File: config.mk
export PLATFORM = sky130hd
export DESIGN_NAME = ivc_top
export DESIGN_NICKNAME = d
export VERILOG_FILES = /design/src/rtl/ivc_pkg.sv /design/src/rtl/ivc_fetch_guard.sv /design/src/rtl/ivc_slot_gate.sv /design/src/rtl/ivc_prio_pick.sv /design/src/rtl/ivc_top.sv
export SDC_FILE = /design/constraint.sdc
export NUM_CORES = 1
export LEC_CHECK = 0
export ABC_CLOCK_PERIOD_IN_PS = 2390
export BUFFER_PORTS_ARGS = -buffer_cell sky130_fd_sc_hd__buf_4
export CORE_AREA = 2 2 78 80
export DETAILED_ROUTE_END_ITERATION = 6
export DIE_AREA = 0 0 80 82
export PLACE_DENSITY = 0.7
export SLEW_MARGIN = 10
export SYNTH_ARGS = -nofsm -noshare
export SYNTH_HDL_FRONTEND = slang
export SYNTH_HIERARCHICAL = 1
export SYNTH_SLANG_ARGS = --single-unit
File: constraint.sdc
create_clock -name clk -period 2.39 [get_ports clk]
set_input_delay 0.1195 -clock clk [delete_from_list [all_inputs] [get_ports clk]]
set_output_delay 0.1195 -clock clk [all_outputs]
set_load 0.005 [all_outputs]
File: src/rtl/ivc_pkg.sv
package ivc_pkg;

  typedef enum logic [1:0] {
    CLS_NONE  = 2'd0,
    CLS_MASK  = 2'd1,
    CLS_NMI   = 2'd2,
    CLS_RESET = 2'd3
  } grant_class_e;

  function automatic logic in_range(input logic [31:0] addr,
                                    input logic [31:0] lo,
                                    input logic [31:0] hi);
    return (addr >= lo) && (addr <= hi);
  endfunction

endpackage

File: src/rtl/ivc_fetch_guard.sv
module ivc_fetch_guard #(
  parameter int unsigned ADDR_W = 16,
  parameter int unsigned LO0    = 32'h0000,
  parameter int unsigned HI0    = 32'h01FF,
  parameter int unsigned LO1    = 32'h0600,
  parameter int unsigned HI1    = 32'h0BFF
) (
  input  logic              fetch_valid,
  input  logic [ADDR_W-1:0] fetch_addr,
  output logic              bad_fetch
);
  import ivc_pkg::*;

  logic [31:0] addr_ext;

  always_comb begin
    addr_ext  = 32'(fetch_addr);
    bad_fetch = fetch_valid &&
                (in_range(addr_ext, LO0, HI0) || in_range(addr_ext, LO1, HI1));
  end
endmodule

File: src/rtl/ivc_slot_gate.sv
module ivc_slot_gate #(
  parameter int unsigned     NUM_SLOTS    = 16,
  parameter int unsigned     SRC_PER_SLOT = 8,
  parameter logic [NUM_SLOTS-1:0] EMPTY_MASK = 16'h088C,
  parameter int unsigned     RESET_SLOT   = 15,
  parameter int unsigned     NMI_SLOT     = 14
) (
  input  logic [NUM_SLOTS*SRC_PER_SLOT-1:0] flag_in,
  input  logic [NUM_SLOTS-1:0]              slot_en,
  input  logic                              gie,
  input  logic                              nmi_pend,
  input  logic                              rst_pend,
  output logic [NUM_SLOTS-1:0]              eligible
);
  for (genvar s = 0; s < NUM_SLOTS; s++) begin : g_slot
    logic [SRC_PER_SLOT-1:0] flags;
    assign flags = flag_in[s*SRC_PER_SLOT +: SRC_PER_SLOT];

    if (s == RESET_SLOT) begin : g_rst
      logic unused_flags;
      assign unused_flags = ^{flags, slot_en[s]};
      assign eligible[s]  = rst_pend;
    end else if (s == NMI_SLOT) begin : g_nmi
      logic unused_flags;
      assign unused_flags = ^{flags, slot_en[s]};
      assign eligible[s]  = nmi_pend;
    end else if (EMPTY_MASK[s]) begin : g_empty
      logic unused_flags;
      assign unused_flags = ^{flags, slot_en[s]};
      assign eligible[s]  = 1'b0;
    end else begin : g_mask
      assign eligible[s] = (|flags) && slot_en[s] && gie;
    end
  end
endmodule

File: src/rtl/ivc_prio_pick.sv
module ivc_prio_pick #(
  parameter int unsigned NUM_SLOTS = 16,
  localparam int unsigned SLOT_W   = $clog2(NUM_SLOTS)
) (
  input  logic [NUM_SLOTS-1:0] eligible,
  output logic                 any,
  output logic [SLOT_W-1:0]    slot
);
  always_comb begin
    any  = 1'b0;
    slot = '0;
    for (int i = 0; i < NUM_SLOTS; i++) begin
      if (eligible[i]) begin
        any  = 1'b1;
        slot = SLOT_W'(i);
      end
    end
  end
endmodule

File: src/rtl/ivc_top.sv
module ivc_top #(
  parameter int unsigned NUM_SLOTS    = 16,
  parameter int unsigned SRC_PER_SLOT = 8,
  parameter int unsigned NMI_SRCS     = 3,
  parameter int unsigned RST_SRCS     = 4,
  parameter int unsigned ADDR_W       = 16,
  parameter logic [15:0] VEC_BASE     = 16'hFFE0,
  parameter logic [NUM_SLOTS-1:0] EMPTY_MASK = 16'h088C,
  parameter int unsigned RESET_SLOT   = NUM_SLOTS - 1,
  parameter int unsigned NMI_SLOT     = NUM_SLOTS - 2,
  parameter int unsigned FORBID0_LO   = 32'h0000,
  parameter int unsigned FORBID0_HI   = 32'h01FF,
  parameter int unsigned FORBID1_LO   = 32'h0600,
  parameter int unsigned FORBID1_HI   = 32'h0BFF,
  localparam int unsigned SLOT_W      = $clog2(NUM_SLOTS),
  localparam int unsigned FLAG_W      = NUM_SLOTS * SRC_PER_SLOT
) (
  input  logic                  clk,
  input  logic                  rst,
  input  logic [FLAG_W-1:0]     flag_in,
  input  logic [NUM_SLOTS-1:0]  slot_en,
  input  logic                  gie_set,
  input  logic                  gie_clr,
  input  logic [NMI_SRCS-1:0]   nmi_src,
  input  logic [NMI_SRCS-1:0]   nmi_en_set,
  input  logic [RST_SRCS-1:0]   rst_src,
  input  logic                  fetch_valid,
  input  logic [ADDR_W-1:0]     fetch_addr,
  output logic                  grant_valid,
  output logic [SLOT_W-1:0]     grant_slot,
  output logic [ADDR_W-1:0]     grant_vec,
  output logic                  sys_reset,
  output logic                  gie,
  output logic [NMI_SRCS-1:0]   nmi_en
);
  import ivc_pkg::*;

  logic                 bad_fetch;
  logic                 nmi_pend;
  logic                 rst_pend;
  logic [NUM_SLOTS-1:0] eligible;
  logic                 pick_any;
  logic [SLOT_W-1:0]    pick_slot;
  grant_class_e         pick_cls;
  logic [ADDR_W-1:0]    pick_vec;
  logic                 gie_d;
  logic [NMI_SRCS-1:0]  nmi_en_d;

  ivc_fetch_guard #(
    .ADDR_W(ADDR_W),
    .LO0(FORBID0_LO), .HI0(FORBID0_HI),
    .LO1(FORBID1_LO), .HI1(FORBID1_HI)
  ) u_guard (
    .fetch_valid(fetch_valid),
    .fetch_addr (fetch_addr),
    .bad_fetch  (bad_fetch)
  );

  assign nmi_pend = |(nmi_src & nmi_en);
  assign rst_pend = (|rst_src) || bad_fetch;

  ivc_slot_gate #(
    .NUM_SLOTS   (NUM_SLOTS),
    .SRC_PER_SLOT(SRC_PER_SLOT),
    .EMPTY_MASK  (EMPTY_MASK),
    .RESET_SLOT  (RESET_SLOT),
    .NMI_SLOT    (NMI_SLOT)
  ) u_gate (
    .flag_in (flag_in),
    .slot_en (slot_en),
    .gie     (gie),
    .nmi_pend(nmi_pend),
    .rst_pend(rst_pend),
    .eligible(eligible)
  );

  ivc_prio_pick #(.NUM_SLOTS(NUM_SLOTS)) u_pick (
    .eligible(eligible),
    .any     (pick_any),
    .slot    (pick_slot)
  );

  always_comb begin
    if (!pick_any)                             pick_cls = CLS_NONE;
    else if (pick_slot == SLOT_W'(RESET_SLOT)) pick_cls = CLS_RESET;
    else if (pick_slot == SLOT_W'(NMI_SLOT))   pick_cls = CLS_NMI;
    else                                       pick_cls = CLS_MASK;
  end

  assign pick_vec = ADDR_W'(VEC_BASE) + ADDR_W'({pick_slot, 1'b0});

  always_comb begin
    gie_d = gie;
    if (gie_set)      gie_d = 1'b1;
    else if (gie_clr) gie_d = 1'b0;
    if (pick_cls == CLS_MASK || pick_cls == CLS_RESET) gie_d = 1'b0;
  end

  always_comb begin
    nmi_en_d = nmi_en | nmi_en_set;
    if (pick_cls == CLS_NMI || pick_cls == CLS_RESET) nmi_en_d = '0;
  end

  always_ff @(posedge clk) begin
    if (rst) begin
      grant_valid <= 1'b0;
      grant_slot  <= '0;
      grant_vec   <= '0;
      sys_reset   <= 1'b0;
      gie         <= 1'b0;
      nmi_en      <= '0;
    end else begin
      grant_valid <= pick_any;
      grant_slot  <= pick_any ? pick_slot : '0;
      grant_vec   <= pick_any ? pick_vec : '0;
      sys_reset   <= (pick_cls == CLS_RESET);
      gie         <= gie_d;
      nmi_en      <= nmi_en_d;
    end
  end
endmodule

# == Word level (Yosys, flattened, before mapping) ==
# Index checks and enable logic that the tools add are counted.
# totals
ff_bits,26
elab_cells,88
# classes
n_bitwise,3
order_cmp,3
n_mux,28
reduce_logical,42
add_sub_neg,1
eq_ne,5
# op_table
op,count
OR reduction 8 bit,10
two-way mux 4 bit,7
logical AND 1 bit,22
>= comparator 16 x 11 -> 1 bit (second input constant),1
<= comparator 16 x 12 -> 1 bit (second input constant),1
<= comparator 16 x 9 -> 1 bit (second input constant),1
two-way mux 1 bit,15
two-way mux 3 bit,3
== test 4 bit (second input constant),2
adder 6 x 6 -> 7 bit (first input constant),1
two-way mux 2 bit,3
OR reduction 2 bit,3
== test 2 bit (second input constant),2
logical OR 1 bit,4
OR reduction 4 bit,1
bitwise AND 3 bit,1
OR 3 bit,1
OR reduction 3 bit,1
== test 2 x 1 -> 1 bit (second input constant),1
nonzero test 2 bit,1
NOT 1 bit,1

# == Depth between registers and ports, before layout ==
# logic_depth
depth_word,21
mapped_depth,10
mapped_depth_nobuf,9

# == Cells and area by module ==
# The synthesis kept the hierarchy.
# modules_own_cells
module,area_each_um2,cells_each,instances
ivc_top,479.2,51,1
ivc_slot_gate,394.1,48,1
ivc_prio_pick,161.4,29,1
ivc_fetch_guard,35.0,4,1

# == Worst setup path before layout ==
# OpenSTA, ideal clock, no wires.
# synth_timing
kind,register -> register
startpoint,register nmi_en[1]
endpoint,register sys_reset
arrival_time_ps,1704
required_ps,2274
synth_period_minus_slack_ps,1820
path_buffers,1
stages_incl_launch_ff,8
path_slack_ps,570
cell_sequence,dfxtp_1 -> a222oi_1 -> inv_1 -> buf_4 -> nor4_1 -> nand4_1 -> nor2b_4 -> and3_1
# synth_via
elab_cells_between_ends,12
# synth_lines
item,line_no,text
start: declaration,ivc_top.sv:34,output logic [NMI_SRCS-1:0] nmi_en
start signal: assignment,ivc_top.sv:118,nmi_en <= nmi_en_d;
bitwise AND 3 bit,ivc_top.sv:59,assign nmi_pend = |(nmi_src & nmi_en);
OR reduction 3 bit,ivc_top.sv:59,
via nmi_pend,ivc_top.sv:39,logic nmi_pend;
two-way mux 1 bit (2 in a row),ivc_prio_pick.sv:13,if (eligible[i]) begin
via pick_any,ivc_top.sv:42,logic pick_any;
two-way mux 2 bit,ivc_top.sv:84,if (!pick_any) pick_cls = CLS_NONE;
== test 2 bit,ivc_top.sv:116,sys_reset <= (pick_cls == CLS_RESET);
end signal: assignment,ivc_top.sv:116,
end: declaration,ivc_top.sv:32,"output logic sys_reset,"
# The timed path passes the listed nets, and every way through them passes these cells.
# A chain may end at the register's enable or synchronous reset.

# == Worst setup path in the final report ==
# layout_timing
startpoint,register nmi_en[1]
endpoint,register nmi_en[0]
# layout_via
elab_cells_between_ends,15
# layout_lines
item,line_no,text
bitwise AND 3 bit *,ivc_top.sv:59,
OR reduction 3 bit *,ivc_top.sv:59,
via nmi_pend,ivc_top.sv:39,
two-way mux 1 bit * (2 in a row),ivc_prio_pick.sv:13,
via pick_any,ivc_top.sv:42,
two-way mux 2 bit *,ivc_top.sv:84,
== test 2 bit,ivc_top.sv:101,if (pick_cls == CLS_NMI || pick_cls == CLS_RESET) nmi_en_d = '0;
logical OR 1 bit *,ivc_top.sv:101,
OR reduction 2 bit (no line) *,-,
# The timed path passes the listed nets; every way through them passes the cells marked *.

==> impl_results.md <==
- Status: finished clean
- Root buf cell: clkbuf_8
- Drt wl/cell: between 10 and 15 um
- YS warnings: 6
- Post-Synthesis Cells: between 100 and 150
- Max Cap Violations: 0
- Cell Pwr Density: about 290 mW/mm2
- CP endpoint kind: flip-flop
- Total track usage: 0.104
- Starting Density: 0.186
- Clock slew at reported path FFs: roughly 0.05 ns
- Final setup vio count: 0
- DRC viols: 0
- Post-Route WL: 3.71 mm
- Clock latency on the worst-skew pair: 0.23 ns
- 1st-iter DRT viols: 19
- Syn Std Cell Area: 0.00107 mm2
- Sequential area share after synthesis: 0.206
- Layout Skew: about 0.00053 ns
- Fmax: 0.462 GHz
- Fraction of layout instances using a drive strength above 1: 0.638
- CP startpoint kind: flip-flop
- Post CTS Setup Buffer Count: 0
- Std cell rows: 28
- # nets final: 430
- CTS Hold Buffers Added: 0
- Worst slew pin tran: slightly above 0.5 ns
- Yosys cell types: 27
- CTS tree: done
- First-pass GRT wire length: about 5.5 mm
- Critical path class: flip-flop to flip-flop
- Register bit count reported by yosys: 11
- Unrepaired setup endpoints after global routing: false
- Worst rel slew slack: 0.661
- Tcrit/Tclk final: 0.906
- Fin crit period: between 2 and 2.5 ns
- Largest net degree at the start of global routing: 12
- Fin worst setup slack: ~0.23 ns
- LEAKAGE: ~0.00098 uW
- Crit path DAT: around 2.3 ns
- PostCTS Resize Cnt: 0
- Number of vias per cell: 4.19
- Vias in the first global route: 1,349
- Syn avg cell area: 8.10 um2
- DP HPWL: about 3.4 mm
- Critical path required time: around 2.6 ns
- Top delay family on crit path: simple AND/OR/NAND/NOR gates
- Port bufs: ~140
- First-pass detailed-route iteration total: 4
- Num ports: about 200
- Ant diodes: 0
- Fin. max-slew vios: 0
- Crit-path slowest cell: nor4_1
- Delay of the slowest cell on the worst path: between 0.4 and 0.5 ns
- # H-tree levels: 1
- Crit path buffers/inverters: 1
- Final hold vios: 0
- Die W: approximately 80 um
- Hold Path Class: input pin to flip-flop
- Number of routed nets with antenna violations: 0
- Worst-path cell chain: a222oi_1, inv_1, nor4_1, nand4_1, a41o_1, nor2_1
- Critical path fanouts, max: 5
- Synth-to-Final Area Change: 94.7%
- Die area: between 0.006 and 0.007 mm2
- Clk buf depth: 2
- Initial antenna violation count: 0
- TritonCTS buffer count: 3
- DP Worst Slack: 0.210 ns
- Via count: ~1,400
- Maximum vdd ir drop: roughly 0.00015 V
- RePlAce Congestion: 0.753
- Die span in y: just over 80 um
- Setup TNS: 0 ns
- Clock sink count: 11
- Grt ovf: 0
- Core box area: 0.00575 mm2
synth_stat cells, drive strengths merged:
cell,count,share of area
dfxtp,11,0.21
a311oi,1,0.0082
o221a,1,0.011
buf,22,0.15
nand2b,3,0.018
o21ai,1,0.0047
a41o,1,0.0094
or3b,1,0.0082
and3,3,0.018
nand4,1,0.0059
nor3,2,0.0094
a21oi,11,0.051
nor4,25,0.26
o211ai,1,0.0070
nor2,15,0.053
conb,2,0.0070
a221o,1,0.0094
nand2,14,0.049
and2,4,0.023
nor2b,5,0.043
xnor2,1,0.0082
inv,3,0.011
o31a,1,0.0082
a222oi,1,0.0094
a31oi,1,0.0059
metal layers:
| layer | wire, um | global-route usage |
|---|---|---|
| met5 | 0 | 0 |
| met2 | 1910 | 0.209 |
| met3 | 486 | 0.0231 |
| met1 | 1310 | 0.109 |
| met4 | 10 | 0.0254 |
where the power goes:
group	internal, uW	total [uW]	switching, uW
logic	159	224	64.9
clock network	116	177	60.9
registers	192	198	5.75
total	468	599	132
through the flow:
stage	area [um2]	power, uW	hold slack [ns]	utilization	instances
floorplan	1080	264	0.191	-	135
global placement	2040	424	0.328	0.355	325
detailed placement	2040	428	0.331	0.355	325
CTS	2080	608	0.0861	0.363	329
global route	2080	641	0.0955	0.363	329
finish	2080	599	0.0923	0.363	329
worst paths after layout:
path | end | startpoint | depth (start not counted) | slack (ns)
min reg2reg | nmi_en[2] | nmi_en[2] | 2 | 0.49
max reg2reg | nmi_en[0] | nmi_en[1] | 6 | 0.23
min | grant_valid | rst | 2 | 0.09
max | nmi_en[0] | nmi_en[1] | 6 | 0.23
cells in the final DEF, fill, tap and decap left out:
cell | Yosys | final
a21oi_1 | 11 | 11
a221o_1 | 1 | 1
a222oi_1 | 1 | 1
a311oi_1 | 1 | 1
a31oi_1 | 1 | 1
a41o_1 | 1 | 1
and2_1 | 4 | 4
and3_1 | 3 | 3
buf_4 | 22 | 137
clkbuf_1 | 0 | 1
clkbuf_8 | 0 | 3
conb_1 | 2 | 5
dfxtp_1 | 11 | 11
inv_1 | 3 | 3
nand2_1 | 14 | 14
nand2b_1 | 3 | 3
nand4_1 | 1 | 1
nor2_1 | 15 | 15
nor2b_1 | 3 | 3
nor2b_4 | 2 | 2
nor3_1 | 2 | 2
nor4_1 | 5 | 5
nor4_2 | 20 | 20
o211ai_1 | 1 | 1
o21ai_0 | 1 | 1
o221a_1 | 1 | 1
o31a_1 | 1 | 1
or3b_1 | 1 | 1
xnor2_1 | 1 | 1
registers in the layout (all words and copies together), names as in the netlist:
| register | count |
|---|---|
| gie | 1 |
| grant_slot | 3 |
| grant_valid | 1 |
| grant_vec | 2 |
| nmi_en | 3 |
| sys_reset | 1 |
cells by family (layout without fill, tap and decap cells):
kind of cell / after synthesis / count (layout) / synth area share
and+or+nand+nor: 73 / 73 / 0.490
buffers and inverters: 25 / 144 / 0.165
AOI/OAI and AO/OA: 20 / 20 / 0.124
DFF: 11 / 11 / 0.206
other: 2 / 5 / 0.00702
xor gates and xnor gates: 1 / 1 / 0.00819
final cells by class:
class                           count  area (um2)
Multi-Input combinational cell     99         684
Tap cell                           75        93.8
Sequential cell                    11         220
Clock buffer                        4        45.0
Inverter                            3        11.3
Fill cell                         604        3660
Timing Repair Buffer              137        1030
(Power assumes the default switching activity.)
